===== src/rtl/capcmp_timer_pkg.sv =====
package capcmp_timer_pkg;
  typedef enum logic [1:0] {
    MODE_STOP = 2'd0,
    MODE_UP   = 2'd1,
    MODE_CONT = 2'd2,
    MODE_UPDN = 2'd3
  } tmr_mode_e;

  typedef enum logic [1:0] {
    ACT_SET    = 2'd0,
    ACT_RESET  = 2'd1,
    ACT_TOGGLE = 2'd2,
    ACT_HOLD   = 2'd3
  } out_act_e;

  // channel config, bit 0 = cap_mode
  typedef struct packed {
    out_act_e   act;
    logic [1:0] in_sel;
    logic [1:0] edge_sel;
    logic       cap_mode;
  } ch_cfg_t;

  localparam int unsigned CH_CFG_W  = 7;
  localparam int unsigned CH_STAT_W = 10;
  localparam int unsigned N_SRC     = 4;
endpackage


===== src/rtl/tmr_clk_div.sv =====
module tmr_clk_div
  import capcmp_timer_pkg::*;
#(
  parameter int unsigned DIV_W = 3
) (
  input  logic             clk_i,
  input  logic             rst_ni,
  input  logic [N_SRC-1:0] src_en_i,
  input  logic [1:0]       sel_i,
  input  logic [1:0]       div_i,
  input  logic             clr_i,
  output logic             tick_o
);
  logic             src_pulse;
  logic [DIV_W-1:0] cnt_q;
  logic [DIV_W-1:0] lim;

  assign src_pulse = src_en_i[sel_i];

  always_comb begin
    lim = '0;
    for (int k = 0; k < DIV_W; k++) lim[k] = (k < int'(div_i));
  end

  assign tick_o = src_pulse && (cnt_q == lim);

  always_ff @(posedge clk_i or negedge rst_ni) begin
    if (!rst_ni)        cnt_q <= '0;
    else if (clr_i)     cnt_q <= '0;
    else if (src_pulse) cnt_q <= tick_o ? '0 : cnt_q + 1'b1;
  end

  p_div_idle_r3: assert property (@(posedge clk_i) disable iff (!rst_ni)
    (!src_pulse && !clr_i) |=> $stable(cnt_q));
  p_div_bound_r3: assert property (@(posedge clk_i) disable iff (!rst_ni)
    (!clr_i && $stable(div_i)) |=> (cnt_q <= lim));
endmodule


===== src/rtl/tmr_counter.sv =====
module tmr_counter
  import capcmp_timer_pkg::*;
#(
  parameter int unsigned W = 16
) (
  input  logic      clk_i,
  input  logic      rst_ni,
  input  logic      tick_i,
  input  tmr_mode_e mode_i,
  input  logic [W-1:0] period_i,
  input  logic      ld_i,
  input  logic [W-1:0] ld_val_i,
  input  logic      ovf_we_i,
  input  logic      ovf_wval_i,
  output logic [W-1:0] cnt_o,
  output logic [W-1:0] cnt_nxt_o,
  output logic      upd_o,
  output logic      ovf_o
);
  logic [W-1:0] cnt_q, nxt;
  logic         down_q, down_nxt, wrap;

  always_comb begin
    nxt      = cnt_q;
    down_nxt = down_q;
    wrap     = 1'b0;
    unique case (mode_i)
      MODE_UP: begin
        if (cnt_q >= period_i) begin
          nxt  = '0;
          wrap = 1'b1;
        end else begin
          nxt = cnt_q + 1'b1;
        end
      end
      MODE_CONT: begin
        nxt  = cnt_q + 1'b1;
        wrap = (cnt_q == '1);
      end
      MODE_UPDN: begin
        if (!down_q && cnt_q < period_i) begin
          nxt = cnt_q + 1'b1;
        end else if (cnt_q == '0) begin
          down_nxt = 1'b0;
        end else begin
          nxt      = cnt_q - 1'b1;
          down_nxt = 1'b1;
          if (cnt_q == W'(1)) begin
            wrap     = 1'b1;
            down_nxt = 1'b0;
          end
        end
      end
      default: ;
    endcase
  end

  assign upd_o     = tick_i && (mode_i != MODE_STOP) && !ld_i;
  assign cnt_nxt_o = nxt;
  assign cnt_o     = cnt_q;

  always_ff @(posedge clk_i or negedge rst_ni) begin
    if (!rst_ni) begin
      cnt_q  <= '0;
      down_q <= 1'b0;
      ovf_o  <= 1'b0;
    end else begin
      if (ld_i) begin
        cnt_q  <= ld_val_i;
        down_q <= 1'b0;
      end else if (upd_o) begin
        cnt_q  <= nxt;
        down_q <= down_nxt;
      end
      // hardware set wins over software write
      ovf_o <= (ovf_we_i ? ovf_wval_i : ovf_o) | (upd_o && wrap);
    end
  end

  p_stop_hold_r4: assert property (@(posedge clk_i) disable iff (!rst_ni)
    (mode_i == MODE_STOP && !ld_i) |=> $stable(cnt_o));
  p_load_r4: assert property (@(posedge clk_i) disable iff (!rst_ni)
    ld_i |=> (cnt_o == $past(ld_val_i)));
  p_cont_wrap_r5: assert property (@(posedge clk_i) disable iff (!rst_ni)
    (mode_i == MODE_CONT && upd_o && cnt_o == '1) |=> (cnt_o == '0 && ovf_o));
  p_up_bound_r6: assert property (@(posedge clk_i) disable iff (!rst_ni)
    (mode_i == MODE_UP && !ld_i && cnt_o <= period_i) |=> (cnt_o <= $past(period_i)));
  p_updn_bound_r7: assert property (@(posedge clk_i) disable iff (!rst_ni)
    (mode_i == MODE_UPDN && !ld_i && cnt_o <= period_i) |=> (cnt_o <= $past(period_i)));
endmodule


===== src/rtl/tmr_channel.sv =====
module tmr_channel
  import capcmp_timer_pkg::*;
#(
  parameter int unsigned W = 16
) (
  input  logic                 clk_i,
  input  logic                 rst_ni,
  input  logic                 cfg_we_i,
  input  logic [CH_STAT_W-1:0] cfg_wdata_i,
  input  logic                 ccr_we_i,
  input  logic [W-1:0]         ccr_wdata_i,
  input  logic [W-1:0]         cnt_i,
  input  logic [W-1:0]         cnt_nxt_i,
  input  logic                 upd_i,
  input  logic                 in_a_i,
  input  logic                 in_b_i,
  output logic [W-1:0]         ccr_o,
  output logic [CH_STAT_W-1:0] stat_o,
  output logic                 flag_o,
  output logic                 out_o
);
  ch_cfg_t cfg_q;
  logic    lvl, lvl_q, rise, fall, cap_ev, cmp_ev, cov_q;

  always_comb begin
    unique case (cfg_q.in_sel)
      2'd0:    lvl = in_a_i;
      2'd1:    lvl = in_b_i;
      2'd2:    lvl = 1'b0;
      default: lvl = 1'b1;
    endcase
  end

  assign rise   = lvl && !lvl_q;
  assign fall   = !lvl && lvl_q;
  assign cap_ev = cfg_q.cap_mode &&
                  ((cfg_q.edge_sel[0] && rise) || (cfg_q.edge_sel[1] && fall));
  assign cmp_ev = !cfg_q.cap_mode && upd_i && (cnt_nxt_i == ccr_o);

  always_ff @(posedge clk_i or negedge rst_ni) begin
    if (!rst_ni) begin
      cfg_q  <= '0;
      lvl_q  <= 1'b0;
      ccr_o  <= '0;
      flag_o <= 1'b0;
      cov_q  <= 1'b0;
      out_o  <= 1'b0;
    end else begin
      lvl_q <= lvl;
      if (cfg_we_i) cfg_q <= ch_cfg_t'(cfg_wdata_i[CH_CFG_W-1:0]);
      if (cap_ev)        ccr_o <= cnt_i;
      else if (ccr_we_i) ccr_o <= ccr_wdata_i;
      flag_o <= (cfg_we_i ? cfg_wdata_i[7] : flag_o) | cap_ev | cmp_ev;
      cov_q  <= (cfg_we_i ? cfg_wdata_i[8] : cov_q) | (cap_ev && flag_o);
      if (cmp_ev) begin
        unique case (cfg_q.act)
          ACT_SET:    out_o <= 1'b1;
          ACT_RESET:  out_o <= 1'b0;
          ACT_TOGGLE: out_o <= !out_o;
          default:    ;
        endcase
      end else if (cfg_we_i) begin
        out_o <= cfg_wdata_i[9];
      end
    end
  end

  assign stat_o = {out_o, cov_q, flag_o, cfg_q};

  p_cap_val_r8: assert property (@(posedge clk_i) disable iff (!rst_ni)
    cap_ev |=> (ccr_o == $past(cnt_i)));
  p_cap_ovf_r10: assert property (@(posedge clk_i) disable iff (!rst_ni)
    (cap_ev && flag_o) |=> stat_o[8]);
  p_toggle_r11: assert property (@(posedge clk_i) disable iff (!rst_ni)
    (cmp_ev && cfg_q.act == ACT_TOGGLE) |=> (out_o != $past(out_o)));
  p_hw_flag_r12: assert property (@(posedge clk_i) disable iff (!rst_ni)
    (cap_ev || cmp_ev) |=> flag_o);
endmodule


===== src/rtl/capcmp_timer.sv =====
module capcmp_timer
  import capcmp_timer_pkg::*;
#(
  parameter int unsigned W    = 16,
  parameter int unsigned N_CH = 3,
  parameter int unsigned AW   = 3
) (
  input  logic            clk_i,
  input  logic            rst_ni,
  input  logic            tclk_en_i,
  input  logic            aclk_en_i,
  input  logic            smclk_en_i,
  input  logic            iclk_en_i,
  input  logic            bus_we_i,
  input  logic [AW-1:0]   bus_addr_i,
  input  logic [W-1:0]    bus_wdata_i,
  output logic [W-1:0]    bus_rdata_o,
  input  logic [N_CH-1:0] cap_a_i,
  input  logic [N_CH-2:0] cap_b_i,
  output logic [N_CH-1:0] cmp_out_o,
  output logic [N_CH-1:0] ccf_o,
  output logic            tovf_o
);
  localparam int unsigned CTRL_W   = 6;
  localparam int unsigned CFG_BASE = 2;
  localparam int unsigned CCR_BASE = CFG_BASE + N_CH;

  logic [CTRL_W-1:0]    ctrl_q;
  logic                 ctrl_we, cnt_we, tick, upd;
  logic [W-1:0]         cnt, cnt_nxt;
  logic [W-1:0]         ccr [N_CH];
  logic [CH_STAT_W-1:0] stat [N_CH];

  assign ctrl_we = bus_we_i && (bus_addr_i == AW'(0));
  assign cnt_we  = bus_we_i && (bus_addr_i == AW'(1));

  always_ff @(posedge clk_i or negedge rst_ni) begin
    if (!rst_ni)      ctrl_q <= '0;
    else if (ctrl_we) ctrl_q <= bus_wdata_i[CTRL_W-1:0];
  end

  tmr_clk_div u_div (
    .clk_i   (clk_i),
    .rst_ni  (rst_ni),
    .src_en_i({iclk_en_i, smclk_en_i, aclk_en_i, tclk_en_i}),
    .sel_i   (ctrl_q[1:0]),
    .div_i   (ctrl_q[3:2]),
    .clr_i   (ctrl_we),
    .tick_o  (tick)
  );

  tmr_counter #(.W(W)) u_cnt (
    .clk_i     (clk_i),
    .rst_ni    (rst_ni),
    .tick_i    (tick),
    .mode_i    (tmr_mode_e'(ctrl_q[5:4])),
    .period_i  (ccr[0]),
    .ld_i      (cnt_we),
    .ld_val_i  (bus_wdata_i),
    .ovf_we_i  (ctrl_we),
    .ovf_wval_i(bus_wdata_i[CTRL_W]),
    .cnt_o     (cnt),
    .cnt_nxt_o (cnt_nxt),
    .upd_o     (upd),
    .ovf_o     (tovf_o)
  );

  for (genvar i = 0; i < N_CH; i++) begin : g_ch
    logic in_b;
    if (i == N_CH - 1) begin : g_alt
      assign in_b = aclk_en_i;
    end else begin : g_pin
      assign in_b = cap_b_i[i];
    end

    tmr_channel #(.W(W)) u_ch (
      .clk_i      (clk_i),
      .rst_ni     (rst_ni),
      .cfg_we_i   (bus_we_i && (bus_addr_i == AW'(CFG_BASE + i))),
      .cfg_wdata_i(bus_wdata_i[CH_STAT_W-1:0]),
      .ccr_we_i   (bus_we_i && (bus_addr_i == AW'(CCR_BASE + i))),
      .ccr_wdata_i(bus_wdata_i),
      .cnt_i      (cnt),
      .cnt_nxt_i  (cnt_nxt),
      .upd_i      (upd),
      .in_a_i     (cap_a_i[i]),
      .in_b_i     (in_b),
      .ccr_o      (ccr[i]),
      .stat_o     (stat[i]),
      .flag_o     (ccf_o[i]),
      .out_o      (cmp_out_o[i])
    );
  end

  always_comb begin
    bus_rdata_o = '0;
    if (bus_addr_i == AW'(0)) bus_rdata_o = {{(W-CTRL_W-1){1'b0}}, tovf_o, ctrl_q};
    if (bus_addr_i == AW'(1)) bus_rdata_o = cnt;
    for (int i = 0; i < int'(N_CH); i++) begin
      if (int'(bus_addr_i) == int'(CFG_BASE) + i) bus_rdata_o = {{(W-CH_STAT_W){1'b0}}, stat[i]};
      if (int'(bus_addr_i) == int'(CCR_BASE) + i) bus_rdata_o = ccr[i];
    end
  end

  p_mode_r4: assert property (@(posedge clk_i) disable iff (!rst_ni)
    ctrl_we |=> (ctrl_q == $past(bus_wdata_i[CTRL_W-1:0])));
endmodule


===== config.mk =====
export PLATFORM = sky130hd
export DESIGN_NAME = capcmp_timer
export DESIGN_NICKNAME = d
export VERILOG_FILES = /design/src/rtl/capcmp_timer_pkg.sv /design/src/rtl/tmr_clk_div.sv /design/src/rtl/tmr_counter.sv /design/src/rtl/tmr_channel.sv /design/src/rtl/capcmp_timer.sv
export SDC_FILE = /design/constraint.sdc
export NUM_CORES = 1
export LEC_CHECK = 0
export BUFFER_PORTS_ARGS = -buffer_cell sky130_fd_sc_hd__buf_2
export CAP_MARGIN = 20
export CORE_MARGIN = 2
export CORE_UTILIZATION = 45
export CTS_BUF_LIST = sky130_fd_sc_hd__clkbuf_4 sky130_fd_sc_hd__clkbuf_8 sky130_fd_sc_hd__clkbuf_16
export CTS_CLUSTER_DIAMETER = 120
export DETAILED_ROUTE_END_ITERATION = 8
export SYNTH_ARGS = -nofsm -noshare
export SYNTH_HDL_FRONTEND = slang
export SYNTH_HIERARCHICAL = 1
export SYNTH_SLANG_ARGS = --single-unit

===== constraint.sdc =====
create_clock -name clk_i -period 7.8 [get_ports clk_i]
set_clock_uncertainty 0.05 [all_clocks]
set_input_delay 1.17 -clock clk_i [delete_from_list [all_inputs] [get_ports clk_i]]
set_output_delay 1.17 -clock clk_i [all_outputs]
set_load 0.02 [all_outputs]

==> insert_results.sql, run 1 <==
INSERT INTO impl_metrics (metric_group, metric, value, unit) VALUES
('outcome', 'run_status', 'complete, no violations', ''),
('logic_synthesis', 'largest_cells_by_area_after_synthesis', 'sky130_fd_sc_hd__dfrtp_1 32%, sky130_fd_sc_hd__mux2i_1 8.3%, sky130_fd_sc_hd__a21oi_1 5.4%, sky130_fd_sc_hd__nor2_1 4.5%, sky130_fd_sc_hd__xor2_1 3.8%', ''),
('logic_synthesis', 'post_synthesis_share_of_cell_area_spent_on_full_adders_half_adders_and_majority_gates', '0.03130', ''),
('logic_synthesis', 'synthMuxAreaShare', '0.1280', ''),
('timing', 'min_period_over_period', '0.6123', ''),
('floorplanning', 'floorplan.core_area', '18150', 'sq um'),
('floorplanning', 'die-height', '140.6', 'um'),
('setup_path', 'arrival', '4.97', 'ns'),
('placed_design', 'io_buffer_count', '53', ''),
('global_route', 'grt_antenna_before_repair', '0', ''),
('clocking', 'cts-hold-fix-buffers', '0', ''),
('timing', 'final_max_slew_viol_count', '0', ''),
('floorplanning', 'floorplan.die.width', '140.6', 'um'),
('final_layout', 'layout-area-overhead-vs-synth', '5.992', '%'),
('logic_synthesis', 'synth_area_in_simple_gates', '0.1842', ''),
('logic_synthesis', 'synth_top_family_by_area', 'compound AO/OA/AOI/OAI gates', ''),
('drt', 'antenna_violating_nets_left', '0', ''),
('clocking', 'ctsHtreeMaxLevel', '3', ''),
('global_route', 'grt-ovfl-total', '0', ''),
('timing', 'fin_hold_ws', '0.4643', 'ns'),
('final_layout', 'layoutNonFillerInstCount', '1194', ''),
('clocking', 'postCtsSetupRepairBufs', '0', ''),
('clocking', 'clockRootBuffer', 'sky130_fd_sc_hd__clkbuf_16', ''),
('timing', 'grt_setup_unrepaired', 'no', ''),
('drt', 'top_layer_used', 'met4', ''),
('drt', 'via_per_inst', '6.381', ''),
('logic_synthesis', 'yosys.cell_types.count', '81', ''),
('setup_path', 'crit_type', 'reg -> reg', ''),
('floorplanning', 'initial_core_util', '0.4626', ''),
('clocking', 'cts_repair_resize_count', '0', ''),
('logic_synthesis', 'syn_inst', '955', ''),
('power', 'power_leakage', '3.623', 'nW'),
('global_route', 'grt_usage', '0.2879', ''),
('timing', 'period_needed', '4.776', 'ns'),
('final_layout', 'post_route_cells_drive_above_1_share', '0.1461', ''),
('setup_path', 'critical_path.endpoint_type', 'flop', ''),
('final_layout', 'multi_input_comb_area', '5146', 'sq um'),
('timing', 'achievable-frequency', '209.4', 'MHz'),
('final_layout', 'layout_common_cells', '108 x sky130_fd_sc_hd__dfrtp_1, 96 x sky130_fd_sc_hd__nor2_1, 91 x sky130_fd_sc_hd__a21oi_1', ''),
('floorplanning', 'die_area', '19760', 'sq um'),
('final_layout', 'fillCellCount', '1774', ''),
('timing', 'setup_viol', '0', ''),
('power', 'total_power_divided_by_cell_area', '362.4', 'nW/um^2'),
('timing', 'max_slew_margin', '0.2882', ''),
('final_layout', 'ff_latch_area', '2703', 'sq um'),
('final_layout', 'final_net_count', '1012', ''),
('clocking', 'path_clk_slew', '0.08', 'ns'),
('timing', 'final_hold_viol_count', '0', ''),
('drt', 'detail_route.wirelength.met1', '12.15', 'mm'),
('logic_synthesis', 'synth_enable_flop_cells', '0', ''),
('placed_design', 'place_inst', '1178', ''),
('setup_path', 'timing.critical_path.from_type', 'flop', ''),
('clocking', 'clock_tree_from_tritoncts', 'yes', ''),
('job', 'max_cap_viol_count', '0', ''),
('logic_synthesis', 'seq_area_frac_synth', '0.3220', ''),
('drt', 'drc', '0', ''),
('drt', 'met3_wirelength', '2.074', 'mm'),
('logic_synthesis', 'post-synth-top-area-fraction', '0.3220', ''),
('logic_synthesis', 'synth.yosys.warnings', '6', ''),
('placed_design', 'gpl.final_weighted_congestion', '0.9298', ''),
('global_route', 'grt_max_degree', '73', ''),
('logic_synthesis', 'postSynthNetCount', '1007', ''),
('drt', 'num_vias', '7619', ''),
('clocking', 'maximum_clock_path_buffer_count', '2', ''),
('power', 'peakVddDrop', '0.0001643', 'V'),
('clocking', 'cts_sink_cnt', '108', ''),
('logic_synthesis', 'synthDominantAreaCellType', 'sky130_fd_sc_hd__dfrtp_1', ''),
('final_layout', 'insertedDiodeCount', '0', ''),
('floorplanning', 'io-pin-count', '54', ''),
('final_layout', 'layout_commonest_cell', 'sky130_fd_sc_hd__dfrtp_1', ''),
('placed_design', 'detailed_place_hpwl', '19.86', 'mm');
## per-layer routing
metal  track usage  vias to the layer above
met3       0.04212                       55
met5             0                        -
li1              -                     3515
met2        0.4605                      382
met1        0.4014                     3667
met4        0.1000                        0
## critical path: stages (launching register included)
cell and delay (ns):
sky130_fd_sc_hd__dfrtp_1 0.55, sky130_fd_sc_hd__ha_1 0.41, sky130_fd_sc_hd__nand4_2 0.16, sky130_fd_sc_hd__nor4_1 0.47
sky130_fd_sc_hd__a21boi_2 0.41, sky130_fd_sc_hd__o31a_1 0.57, sky130_fd_sc_hd__nor2_1 0.21, sky130_fd_sc_hd__buf_4 0.26
sky130_fd_sc_hd__a221oi_1 0.30, sky130_fd_sc_hd__a21boi_0 0.26, sky130_fd_sc_hd__xnor2_1 0.23, sky130_fd_sc_hd__nand4_1 0.11
sky130_fd_sc_hd__nor4b_1 0.28, sky130_fd_sc_hd__nand4_1 0.22, sky130_fd_sc_hd__mux2i_1 0.16
## stage by stage
step	setup WS [ns]	instance area, sq um	utilization	power (mW)
after floorplan	4.206	8394	-	2.226
after detailed placement	3.118	8606	0.4742	2.716
after CTS	3.101	8897	0.4903	3.190
after global placement	3.252	8598	0.4738	2.711
after global routing	2.782	8897	0.4903	3.443
final	3.024	8897	0.4903	3.225
## path summary, 6_finish.rpt
path                                          from                 end  slack (ns)  depth (start not counted)
worst max-delay path               u_cnt/cnt_o[15]  g_ch[1].u_ch/out_o        3.02                         14
worst min-delay path            g_ch[2].u_ch/cov_q  g_ch[2].u_ch/cov_q        0.46                          2
worst max register to register     u_cnt/cnt_o[15]  g_ch[1].u_ch/out_o        3.02                         14
worst min register to register  g_ch[2].u_ch/cov_q  g_ch[2].u_ch/cov_q        0.46                          2
max in group asynchronous                   rst_ni      u_cnt/cnt_o[7]        5.65                          2
min in group asynchronous                   rst_ni      u_div/cnt_q[2]        0.72                          1
## cell usage after synthesis (4+ instances only)
cell                        instances
sky130_fd_sc_hd__dfrtp_1          108
sky130_fd_sc_hd__nor2_1           100
sky130_fd_sc_hd__a21oi_1           91
sky130_fd_sc_hd__nand2_1           73
sky130_fd_sc_hd__mux2i_1           70
sky130_fd_sc_hd__xor2_1            36
sky130_fd_sc_hd__o21ai_0           35
sky130_fd_sc_hd__inv_1             34
sky130_fd_sc_hd__clkbuf_1          28
sky130_fd_sc_hd__mux2_2            24
sky130_fd_sc_hd__ha_1              21
sky130_fd_sc_hd__nor3_1            20
sky130_fd_sc_hd__xnor2_1           17
sky130_fd_sc_hd__buf_4             16
sky130_fd_sc_hd__nand3_1           15
sky130_fd_sc_hd__a22oi_1           14
sky130_fd_sc_hd__buf_2             14
sky130_fd_sc_hd__nor4_1            14
sky130_fd_sc_hd__a22o_1            13
sky130_fd_sc_hd__nor2b_1           12
sky130_fd_sc_hd__o22ai_1           12
sky130_fd_sc_hd__nand2b_1          11
sky130_fd_sc_hd__nand4_1           11
sky130_fd_sc_hd__a31oi_1           10
sky130_fd_sc_hd__buf_6             10
sky130_fd_sc_hd__a2bb2oi_1          9
sky130_fd_sc_hd__o221ai_1           9
sky130_fd_sc_hd__a211oi_1           7
sky130_fd_sc_hd__o211ai_1           7
sky130_fd_sc_hd__or3_1              7
sky130_fd_sc_hd__a221oi_1           6
sky130_fd_sc_hd__mux2_4             6
sky130_fd_sc_hd__o31ai_1            6
sky130_fd_sc_hd__o311ai_1           5
sky130_fd_sc_hd__nor4b_1            4
sky130_fd_sc_hd__or4_1              4
## kinds of logic after synthesis
| family | after synthesis |
|---|---|
| muxes | 101 |
| buffers and inverters | 103 |
| AOI/OAI and AO/OA | 264 |
| adders and majority gates | 21 |
| DFF | 108 |
| and+or+nand+nor | 305 |
| xor gates and xnor gates | 53 |
## registers in the layout (all words and copies together), names as in the netlist
name,flops
ctrl_q,6
u_cnt/cnt_o,16
g_ch.u_ch/lvl_q,3
u_div/cnt_q,3
u_cnt/ovf_o,1
g_ch.u_ch/ccr_o,48
u_cnt/down_q,1
g_ch.u_ch/out_o,3
g_ch.u_ch/cov_q,3
g_ch.u_ch/stat_o,21
g_ch.u_ch/flag_o,3
## cell type report
cell class / count / share of cell area
clock buffers: 11 / 0.02770
clock inverters: 5 / 0.005063
inverters: 34 / 0.01434
multi-input cells: 744 / 0.5784
flip-flops and latches: 108 / 0.3038
well taps: 229 / 0.03220
repair buffers: 63 / 0.03853
## report_power, final
group / internal [mW] / leakage, nW / switching, mW / total (mW)
logic: 0.633 / 2.22 / 0.924 / 1.56
clock network: 0.234 / 0.141 / 0.232 / 0.466
registers: 0.775 / 1.26 / 0.426 / 1.20
(Power assumes the default switching activity.)
==> run 2: changes to the inputs <==
==> constraint.sdc (replaced) <==
create_clock -name clk_i -period 3.84 [get_ports clk_i]
set_clock_uncertainty 0.05 [all_clocks]
set_input_delay 0.576 -clock clk_i [delete_from_list [all_inputs] [get_ports clk_i]]
set_output_delay 0.576 -clock clk_i [all_outputs]
set_load 0.02 [all_outputs]
==> insert_results.sql, run 2 (synthesis results as in run 1) <==
INSERT INTO impl_metrics (metric_group, metric, value, unit) VALUES
('final_layout', 'layout_commonest_cell', 'sky130_fd_sc_hd__dfrtp_1', ''),
('final_layout', 'final_area', '9723', 'sq um'),
('drt', 'wl_per_cell', '22.52', 'um'),
('setup_path', 'timing.critical_path.required', '4.03', 'ns'),
('setup_path', 'critPathSlowestCell', 'sky130_fd_sc_hd__nor4_1', ''),
('global_route', 'grt-ovfl-total', '0', ''),
('global_route', 'first_global_vias', '7451', ''),
('placed_design', 'place_inst', '1263', ''),
('clocking', 'maximum_clock_path_buffer_count', '2', ''),
('floorplanning', 'placementRows', '49', ''),
('final_layout', 'insertedDiodeCount', '0', ''),
('setup_path', 'critPathMaxStageDelay', '0.40', 'ns'),
('timing', 'final_hold_viol_count', '0', ''),
('power', 'total_power_divided_by_cell_area', '754.9', 'nW/um^2'),
('placed_design', 'io_buffer_count', '53', ''),
('final_layout', 'fillCellCount', '1739', ''),
('setup_path', 'critical_path.endpoint_type', 'flop', ''),
('final_layout', 'final_net_count', '1097', ''),
('power', 'peakVddDrop', '0.0004512', 'V'),
('clocking', 'worst_skew_pair.late_latency', '0.36', 'ns'),
('global_route', 'grt_antenna_before_repair', '0', ''),
('timing', 'fin_hold_ws', '0.1935', 'ns'),
('timing', 'achievable-frequency', '270.1', 'MHz'),
('timing', 'setup_viol', '0', ''),
('power', 'power_leakage', '4.063', 'nW'),
('global_route', 'grt_pass1_wl', '44.30', 'mm'),
('outcome', 'run_status', 'complete, no violations', ''),
('drt', 'num_vias', '7937', ''),
('final_layout', 'layoutNonFillerInstCount', '1278', ''),
('drt', 'detailedRoute.firstIterationViolations', '831', ''),
('placed_design', 'post_placement_cell_area', '9256', 'sq um'),
('setup_path', 'crit_top_cell', 'sky130_fd_sc_hd__buf_4', ''),
('drt', 'antenna_violating_nets_left', '0', ''),
('floorplanning', 'floorplan.die.width', '140.6', 'um'),
('job', 'max_cap_viol_count', '0', ''),
('drt', 'drc', '0', ''),
('global_route', 'grt_usage', '0.2912', ''),
('final_layout', 'multi_input_comb_area', '5309', 'sq um'),
('drt', 'drtPass1Iterations', '5', ''),
('drt', 'via_per_inst', '6.210', ''),
('timing', 'worst_pin_slew', '0.9608', 'ns'),
('power', 'total_power_of_the_final_layout', '7.340', 'mW'),
('setup_path', 'worst-path-max-fanout', '6', ''),
('floorplanning', 'io-pin-count', '54', ''),
('floorplanning', 'die-height', '140.6', 'um'),
('timing', 'min_period_over_period', '0.9643', ''),
('drt', 'totalWireLength', '28.79', 'mm'),
('global_route', 'grt_max_degree', '62', ''),
('timing', 'period_needed', '3.703', 'ns'),
('clocking', 'cts_made_buffers', '9', ''),
('floorplanning', 'floorplan.core_area', '18150', 'sq um'),
('setup_path', 'arrival', '3.89', 'ns'),
('clocking', 'clockRootBuffer', 'sky130_fd_sc_hd__clkbuf_16', ''),
('setup_path', 'crit_type', 'reg -> reg', ''),
('timing', 'max_slew_margin', '0.3570', ''),
('placed_design', 'detailed_place_hpwl', '21.15', 'mm'),
('placed_design', 'gpl.final_weighted_congestion', '0.9751', ''),
('clocking', 'cts_sink_cnt', '108', ''),
('setup_path', 'path_cells', 'inv_1, ha_1, a21oi_2, o21bai_1, or3_4, o31a_1, buf_4, nor4_1, nor3_1, a31oi_1, buf_4, xor2_1, nor4_1, buf_4, nand4_1, mux2i_1', ''),
('floorplanning', 'die_area', '19760', 'sq um'),
('clocking', 'clock_tree_from_tritoncts', 'yes', ''),
('clocking', 'cts-hold-fix-buffers', '0', ''),
('clocking', 'ctsHtreeMaxLevel', '3', ''),
('final_layout', 'post_route_cells_drive_above_1_share', '0.2364', ''),
('worst_hold_path', 'hp-class', 'in -> async', ''),
('final_layout', 'top_register', 'g_ch.u_ch/ccr_o', ''),
('final_layout', 'ff_latch_area', '2703', 'sq um'),
('setup_path', 'timing.critical_path.from_type', 'flop', ''),
('final_layout', 'layout-area-overhead-vs-synth', '15.83', '%'),
('clocking', 'postCtsSetupRepairBufs', '0', ''),
('clocking', 'path_clk_slew', '0.07', 'ns'),
('timing', 'final_max_slew_viol_count', '0', ''),
('final_layout', 'layout_common_cells', '108 x sky130_fd_sc_hd__dfrtp_1, 96 x sky130_fd_sc_hd__nor2_1, 95 x sky130_fd_sc_hd__buf_4', ''),
('final_layout', 'flip_flop_count_of_the_largest_register_all_copies_and_words_added', '48', ''),
('floorplanning', 'initial_core_util', '0.4626', '');
-- run 2: cell count changes in the layout (fill, tap and decap cells not counted), sizes merged --
cell	change
buf	+85
clkinvlp	-1
clkbuf	+1
bufinv	+1
clkinv	-2
-- run 2: metal layers --
layer,vias up,wire length [um],global-route usage,share of wire
met2,393,13310,0.4675,0.46
li1,3662,-,-,-
met5,-,0,0,0
met3,48,2348,0.05299,0.082
met1,3834,12410,0.4055,0.43
met4,0,707,0.08263,0.025
-- run 2: report_power, final --
group	switching [mW]	leakage, nW	internal [mW]
combinational	2.47	2.65	1.80
clock	0.452	0.152	0.548
sequential	0.486	1.26	1.58
total	3.41	4.06	3.93
-- run 2: path summary, 6_finish.rpt --
path	start	to	slack (ns)	depth (start not counted)
min in group clk_i	cap_b_i[1]	g_ch[1].u_ch/lvl_q	0.46	3
worst max-delay path	g_ch[0].u_ch/ccr_o[11]	g_ch[1].u_ch/out_o	0.14	16
worst max register to register	g_ch[0].u_ch/ccr_o[11]	g_ch[1].u_ch/out_o	0.14	16
worst min register to register	g_ch[2].u_ch/cov_q	g_ch[2].u_ch/cov_q	0.47	2
worst min-delay path	rst_ni	u_div/cnt_q[2]	0.19	1
max in group asynchronous	rst_ni	g_ch[2].u_ch/ccr_o[15]	2.73	2
-- run 2: area by class of cell --
class,instances,area share
clock inverter,3,0.004504
inverter,34,0.01313
timing repair buffer,148,0.1022
multi-input combinational,744,0.5460
clock buffer,12,0.02677
sequential,108,0.2780
tap,229,0.02947
-- run 2: timing repair --
item	in CTS	in global routing
hold endpoints to repair	0	0
pin swaps	0	4
setup endpoints to repair	2	6
gates resized for setup	2	27
-- run 2: worst max-delay path: cells and delay by family (launching register included) --
family / cells / cell delay, ns
muxes: 1 / 0.16
DFF: 1 / 0.35
AOI/OAI and AO/OA: 4 / 0.70
and+or+nand+nor: 5 / 1.36
adders and majority gates: 1 / 0.32
buffers and inverters: 4 / 0.54
xor gates and xnor gates: 1 / 0.10
-- run 2: through the flow --
step           utilization  worst slack (ns)   TNS [ns]
2_1_floorplan            -            0.2457          0
3_3_place_gp        0.5101           0.06854          0
3_5_place_dp        0.5101           0.02638          0
4_1_cts             0.5276           0.01104          0
5_1_grt             0.5358         -0.004044  -0.004044
6_report            0.5358            0.1371          0
==> run 3: changes to the inputs <==
--- a/config.mk
+++ b/config.mk
@@ -5,12 +5,14 @@
 export SDC_FILE = /design/constraint.sdc
 export NUM_CORES = 1
 export LEC_CHECK = 0
+export ABC_AREA = 1
 export BUFFER_PORTS_ARGS = -buffer_cell sky130_fd_sc_hd__buf_2
 export CAP_MARGIN = 20
 export CORE_MARGIN = 2
 export CORE_UTILIZATION = 45
 export CTS_BUF_LIST = sky130_fd_sc_hd__clkbuf_4 sky130_fd_sc_hd__clkbuf_8 sky130_fd_sc_hd__clkbuf_16
 export CTS_CLUSTER_DIAMETER = 120
+export CTS_CLUSTER_SIZE = 14
 export DETAILED_ROUTE_END_ITERATION = 8
 export SYNTH_ARGS = -nofsm -noshare
 export SYNTH_HDL_FRONTEND = slang
==> insert_results.sql, run 3 <==
INSERT INTO impl_metrics (metric_group, metric, value, unit) VALUES
('timing', 'worst_pin_slew', '0.9406', 'ns'),
('timing', 'period_needed', '3.397', 'ns'),
('timing', 'final_hold_viol_count', '0', ''),
('final_layout', 'final_core_utilization', '0.4917', ''),
('floorplanning', 'initial_core_util', '0.4552', ''),
('setup_path', 'timing.critical_path.required', '4.10', 'ns'),
('power', 'power_leakage', '5.230', 'nW'),
('logic_synthesis', 'postSynthNetCount', '1546', ''),
('drt', 'detailedRoute.firstIterationViolations', '1052', ''),
('logic_synthesis', 'syn-cell-area', '9509', 'sq um'),
('timing', 'setup_viol', '0', ''),
('setup_path', 'timing.critical_path.from_type', 'flop', ''),
('drt', 'drtPass1Iterations', '6', ''),
('logic_synthesis', 'synth_most_common_cell', 'sky130_fd_sc_hd__nand2_1', ''),
('setup_path', 'critical_path.endpoint_type', 'flop', ''),
('floorplanning', 'floorplan.core_area', '20890', 'sq um'),
('global_route', 'grt-ovfl-total', '0', ''),
('timing', 'final_max_slew_viol_count', '0', ''),
('timing', 'final.setup.worst_slack', '0.4432', 'ns'),
('final_layout', 'ff_latch_area', '2703', 'sq um'),
('drt', 'num_vias', '10216', ''),
('logic_synthesis', 'largest_cells_by_area_after_synthesis', 'sky130_fd_sc_hd__dfrtp_1 28%, sky130_fd_sc_hd__nand2_1 19%, sky130_fd_sc_hd__nand3_1 12%, sky130_fd_sc_hd__inv_1 7.9%, sky130_fd_sc_hd__nand4_1 5.9%', ''),
('final_layout', 'layout-area-overhead-vs-synth', '8.013', '%'),
('setup_path', 'path_cells', 'inv_1, ha_1, nand2_1, inv_2, nand3_1, inv_2, a21oi_2, nand3_2, nand3_1, nand2_1, inv_1, nand3_1, nand2_1, nand2_1, nor2_1, nand2_1, nor2_1, nand3_1, nand2_1, nand2_1, inv_1', ''),
('placed_design', 'detailed_place_hpwl', '25.73', 'mm'),
('logic_synthesis', 'syn_avg_cell_area', '6.365', 'sq um'),
('timing', 'achievable-frequency', '294.4', 'MHz'),
('clocking', 'postCtsSetupRepairBufs', '0', ''),
('floorplanning', 'die_area', '22310', 'sq um'),
('floorplanning', 'placementRows', '53', ''),
('worst_hold_path', 'hp-class', 'in -> async', ''),
('timing', 'max_slew_margin', '0.3729', ''),
('setup_path', 'critical-path-top-delay-family', 'simple AND/OR/NAND/NOR gates', ''),
('setup_path', 'arrival', '3.66', 'ns'),
('final_layout', 'insertedDiodeCount', '0', ''),
('final_layout', 'flip_flop_count_of_the_largest_register_all_copies_and_words_added', '48', ''),
('logic_synthesis', 'synth_enable_flop_cells', '0', ''),
('setup_path', 'critPathSlowestCell', 'sky130_fd_sc_hd__dfrtp_1', ''),
('placed_design', 'gpl.final_weighted_congestion', '0.9397', ''),
('power', 'total_power_divided_by_cell_area', '787.2', 'nW/um^2'),
('clocking', 'cts_repair_resize_count', '0', ''),
('clocking', 'cts_sink_cnt', '108', ''),
('setup_path', 'worst-r2r-setup-slack', '0.44', 'ns'),
('setup_path', 'worstPathBufferInverterCount', '5', ''),
('clocking', 'path_clk_slew', '0.09', 'ns'),
('final_layout', 'layout_commonest_cell', 'sky130_fd_sc_hd__nand2_1', ''),
('clocking', 'clock_tree_from_tritoncts', 'yes', ''),
('clocking', 'worst_skew_pair.late_latency', '0.37', 'ns'),
('final_layout', 'multi_input_comb_area', '5575', 'sq um'),
('logic_synthesis', 'yosys.cell_types.count', '39', ''),
('clocking', 'cts-hold-fix-buffers', '0', ''),
('global_route', 'grt_pass1_wl', '54.43', 'mm'),
('clocking', 'cts_made_buffers', '9', ''),
('placed_design', 'io_buffer_count', '53', ''),
('drt', 'antenna_violating_nets_left', '0', ''),
('drt', 'wl_per_cell', '19.40', 'um'),
('final_layout', 'top_register', 'g_ch.u_ch/ccr_o', ''),
('global_route', 'first_global_vias', '9584', ''),
('outcome', 'run_status', 'complete, no violations', ''),
('final_layout', 'layout_common_cells', '475 x sky130_fd_sc_hd__nand2_1, 225 x sky130_fd_sc_hd__nand3_1, 199 x sky130_fd_sc_hd__inv_1', ''),
('setup_path', 'worst-path-max-fanout', '17', ''),
('drt', 'via_per_inst', '5.669', ''),
('drt', 'drc', '0', ''),
('floorplanning', 'floorplan.die.width', '149.4', 'um'),
('timing', 'fin_hold_ws', '0.2607', 'ns'),
('clocking', 'clockRootBuffer', 'sky130_fd_sc_hd__clkbuf_16', ''),
('logic_synthesis', 'synth.yosys.warnings', '6', ''),
('clocking', 'ctsHtreeMaxLevel', '3', ''),
('setup_path', 'crit_type', 'reg -> reg', ''),
('floorplanning', 'die-height', '149.4', 'um'),
('logic_synthesis', 'yosys-top-cells-count', '475 x sky130_fd_sc_hd__nand2_1, 225 x sky130_fd_sc_hd__nand3_1, 199 x sky130_fd_sc_hd__inv_1, 108 x sky130_fd_sc_hd__dfrtp_1, 104 x sky130_fd_sc_hd__nor2_1', ''),
('timing', 'totalNegativeSetupSlack', '0', 'ns'),
('logic_synthesis', 'synthDominantAreaCellType', 'sky130_fd_sc_hd__dfrtp_1', ''),
('final_layout', 'post_route_cells_drive_above_1_share', '0.1270', ''),
('power', 'peakVddDrop', '0.0002955', 'V'),
('setup_path', 'crit_top_cell', 'sky130_fd_sc_hd__nand2_1', ''),
('global_route', 'grt_usage', '0.3193', ''),
('logic_synthesis', 'syn_inst', '1494', ''),
('clocking', 'maximum_clock_path_buffer_count', '2', ''),
('logic_synthesis', 'post-synth-top-area-fraction', '0.2842', ''),
('placed_design', 'post-place-ws', '0.5442', 'ns'),
('logic_synthesis', 'asyncSetResetFlopFracSynth', '1.000', ''),
('global_route', 'grt_max_degree', '65', ''),
('logic_synthesis', 'seq_area_frac_synth', '0.2842', ''),
('final_layout', 'final_net_count', '1574', ''),
('floorplanning', 'io-pin-count', '54', ''),
('setup_path', 'critPathMaxStageDelay', '0.44', 'ns'),
('power', 'total_power_of_the_final_layout', '8.086', 'mW'),
('final_layout', 'fillCellCount', '2226', ''),
('drt', 'totalWireLength', '34.97', 'mm'),
('job', 'max_cap_viol_count', '0', ''),
('logic_synthesis', 'synthFlopType', 'sky130_fd_sc_hd__dfrtp_1', ''),
('timing', 'min_period_over_period', '0.8846', ''),
('timing', 'grt_setup_unrepaired', 'no', ''),
('global_route', 'grt_antenna_before_repair', '0', ''),
('logic_synthesis', 'ys_ff_latch', '108', '');
run 3: changes by cell type in the layout (fill, tap and decap cells not counted), moves of 14 or more:
| cell | delta |
|---|---|
| sky130_fd_sc_hd__nor3_1 | -15 |
| sky130_fd_sc_hd__inv_1 | +166 |
| sky130_fd_sc_hd__xor2_1 | -20 |
| sky130_fd_sc_hd__a21oi_1 | -81 |
| sky130_fd_sc_hd__buf_4 | -63 |
| sky130_fd_sc_hd__mux2i_1 | -63 |
| sky130_fd_sc_hd__nand2_1 | +404 |
| sky130_fd_sc_hd__xnor2_1 | -16 |
| sky130_fd_sc_hd__nand4_1 | +78 |
| sky130_fd_sc_hd__o21ai_0 | +18 |
| sky130_fd_sc_hd__mux2_2 | -24 |
| sky130_fd_sc_hd__nand3_1 | +210 |
| sky130_fd_sc_hd__nand3_2 | +14 |
run 3: cell families (layout without fill, tap and decap cells):
logic type | after synthesis | in the layout | synth area share
buffers and inverters | 281 | 314 | 0.1300
adder cells (fa/ha/maj) | 21 | 21 | 0.02763
multiplexers | 7 | 7 | 0.007369
AO/OA/AOI/OAI | 87 | 87 | 0.05500
AND/OR/NAND/NOR | 973 | 973 | 0.4801
XOR/XNOR | 17 | 17 | 0.01566
flip-flops | 108 | 108 | 0.2842
run 3: where the power goes:
| group | internal, mW | switching (mW) | total, mW |
|---|---|---|---|
| combinational | 1.58 | 3.34 | 4.92 |
| sequential | 1.56 | 0.529 | 2.09 |
| clock | 0.589 | 0.486 | 1.08 |
| total | 3.73 | 4.35 | 8.09 |
run 3: layout make-up:
class / instances / share of cell area
clock inverter: 6 / 0.009380
tap: 275 / 0.03350
clock buffer: 10 / 0.02266
multi-input combinational: 1105 / 0.5428
sequential: 108 / 0.2631
timing repair buffer: 85 / 0.05068
inverter: 213 / 0.07784
run 3: metrics by stage:
step,std cells,cell area [sq um]
final,1802,10270
after global routing,1802,10270
after CTS,1802,10270
after detailed placement,1786,9942
after global placement,1786,9942
after floorplan,1494,9509
run 3: worst reg2reg max path: cells and delay by family (launching register included):
family / cells / cell delay [ns]
and+or+nand+nor: 14 / 1.94
DFF: 1 / 0.44
AOI/OAI and AO/OA: 1 / 0.36
adders and majority gates: 1 / 0.30
buffers and inverters: 5 / 0.27
run 3: worst paths after layout:
check,from,cells past startpoint,endpoint
setup / recovery,g_ch[0].u_ch/ccr_o[15],21,g_ch[1].u_ch/out_o
hold / removal,rst_ni,1,g_ch[2].u_ch/stat_o[5]
setup reg to reg,g_ch[0].u_ch/ccr_o[15],21,g_ch[1].u_ch/out_o
hold reg to reg,g_ch[0].u_ch/stat_o[6],2,g_ch[0].u_ch/stat_o[6]
max in group asynchronous,rst_ni,2,g_ch[0].u_ch/ccr_o[5]
min in group clk_i,cap_b_i[0],3,g_ch[0].u_ch/lvl_q
run 3: routing by layer:
layer,up-vias,global-route usage,wire length [um]
li1,4868,-,-
met1,4806,0.4336,14800
met2,460,0.5174,16410
met3,82,0.04190,2658
met4,0,0.1229,1096
met5,-,0,0
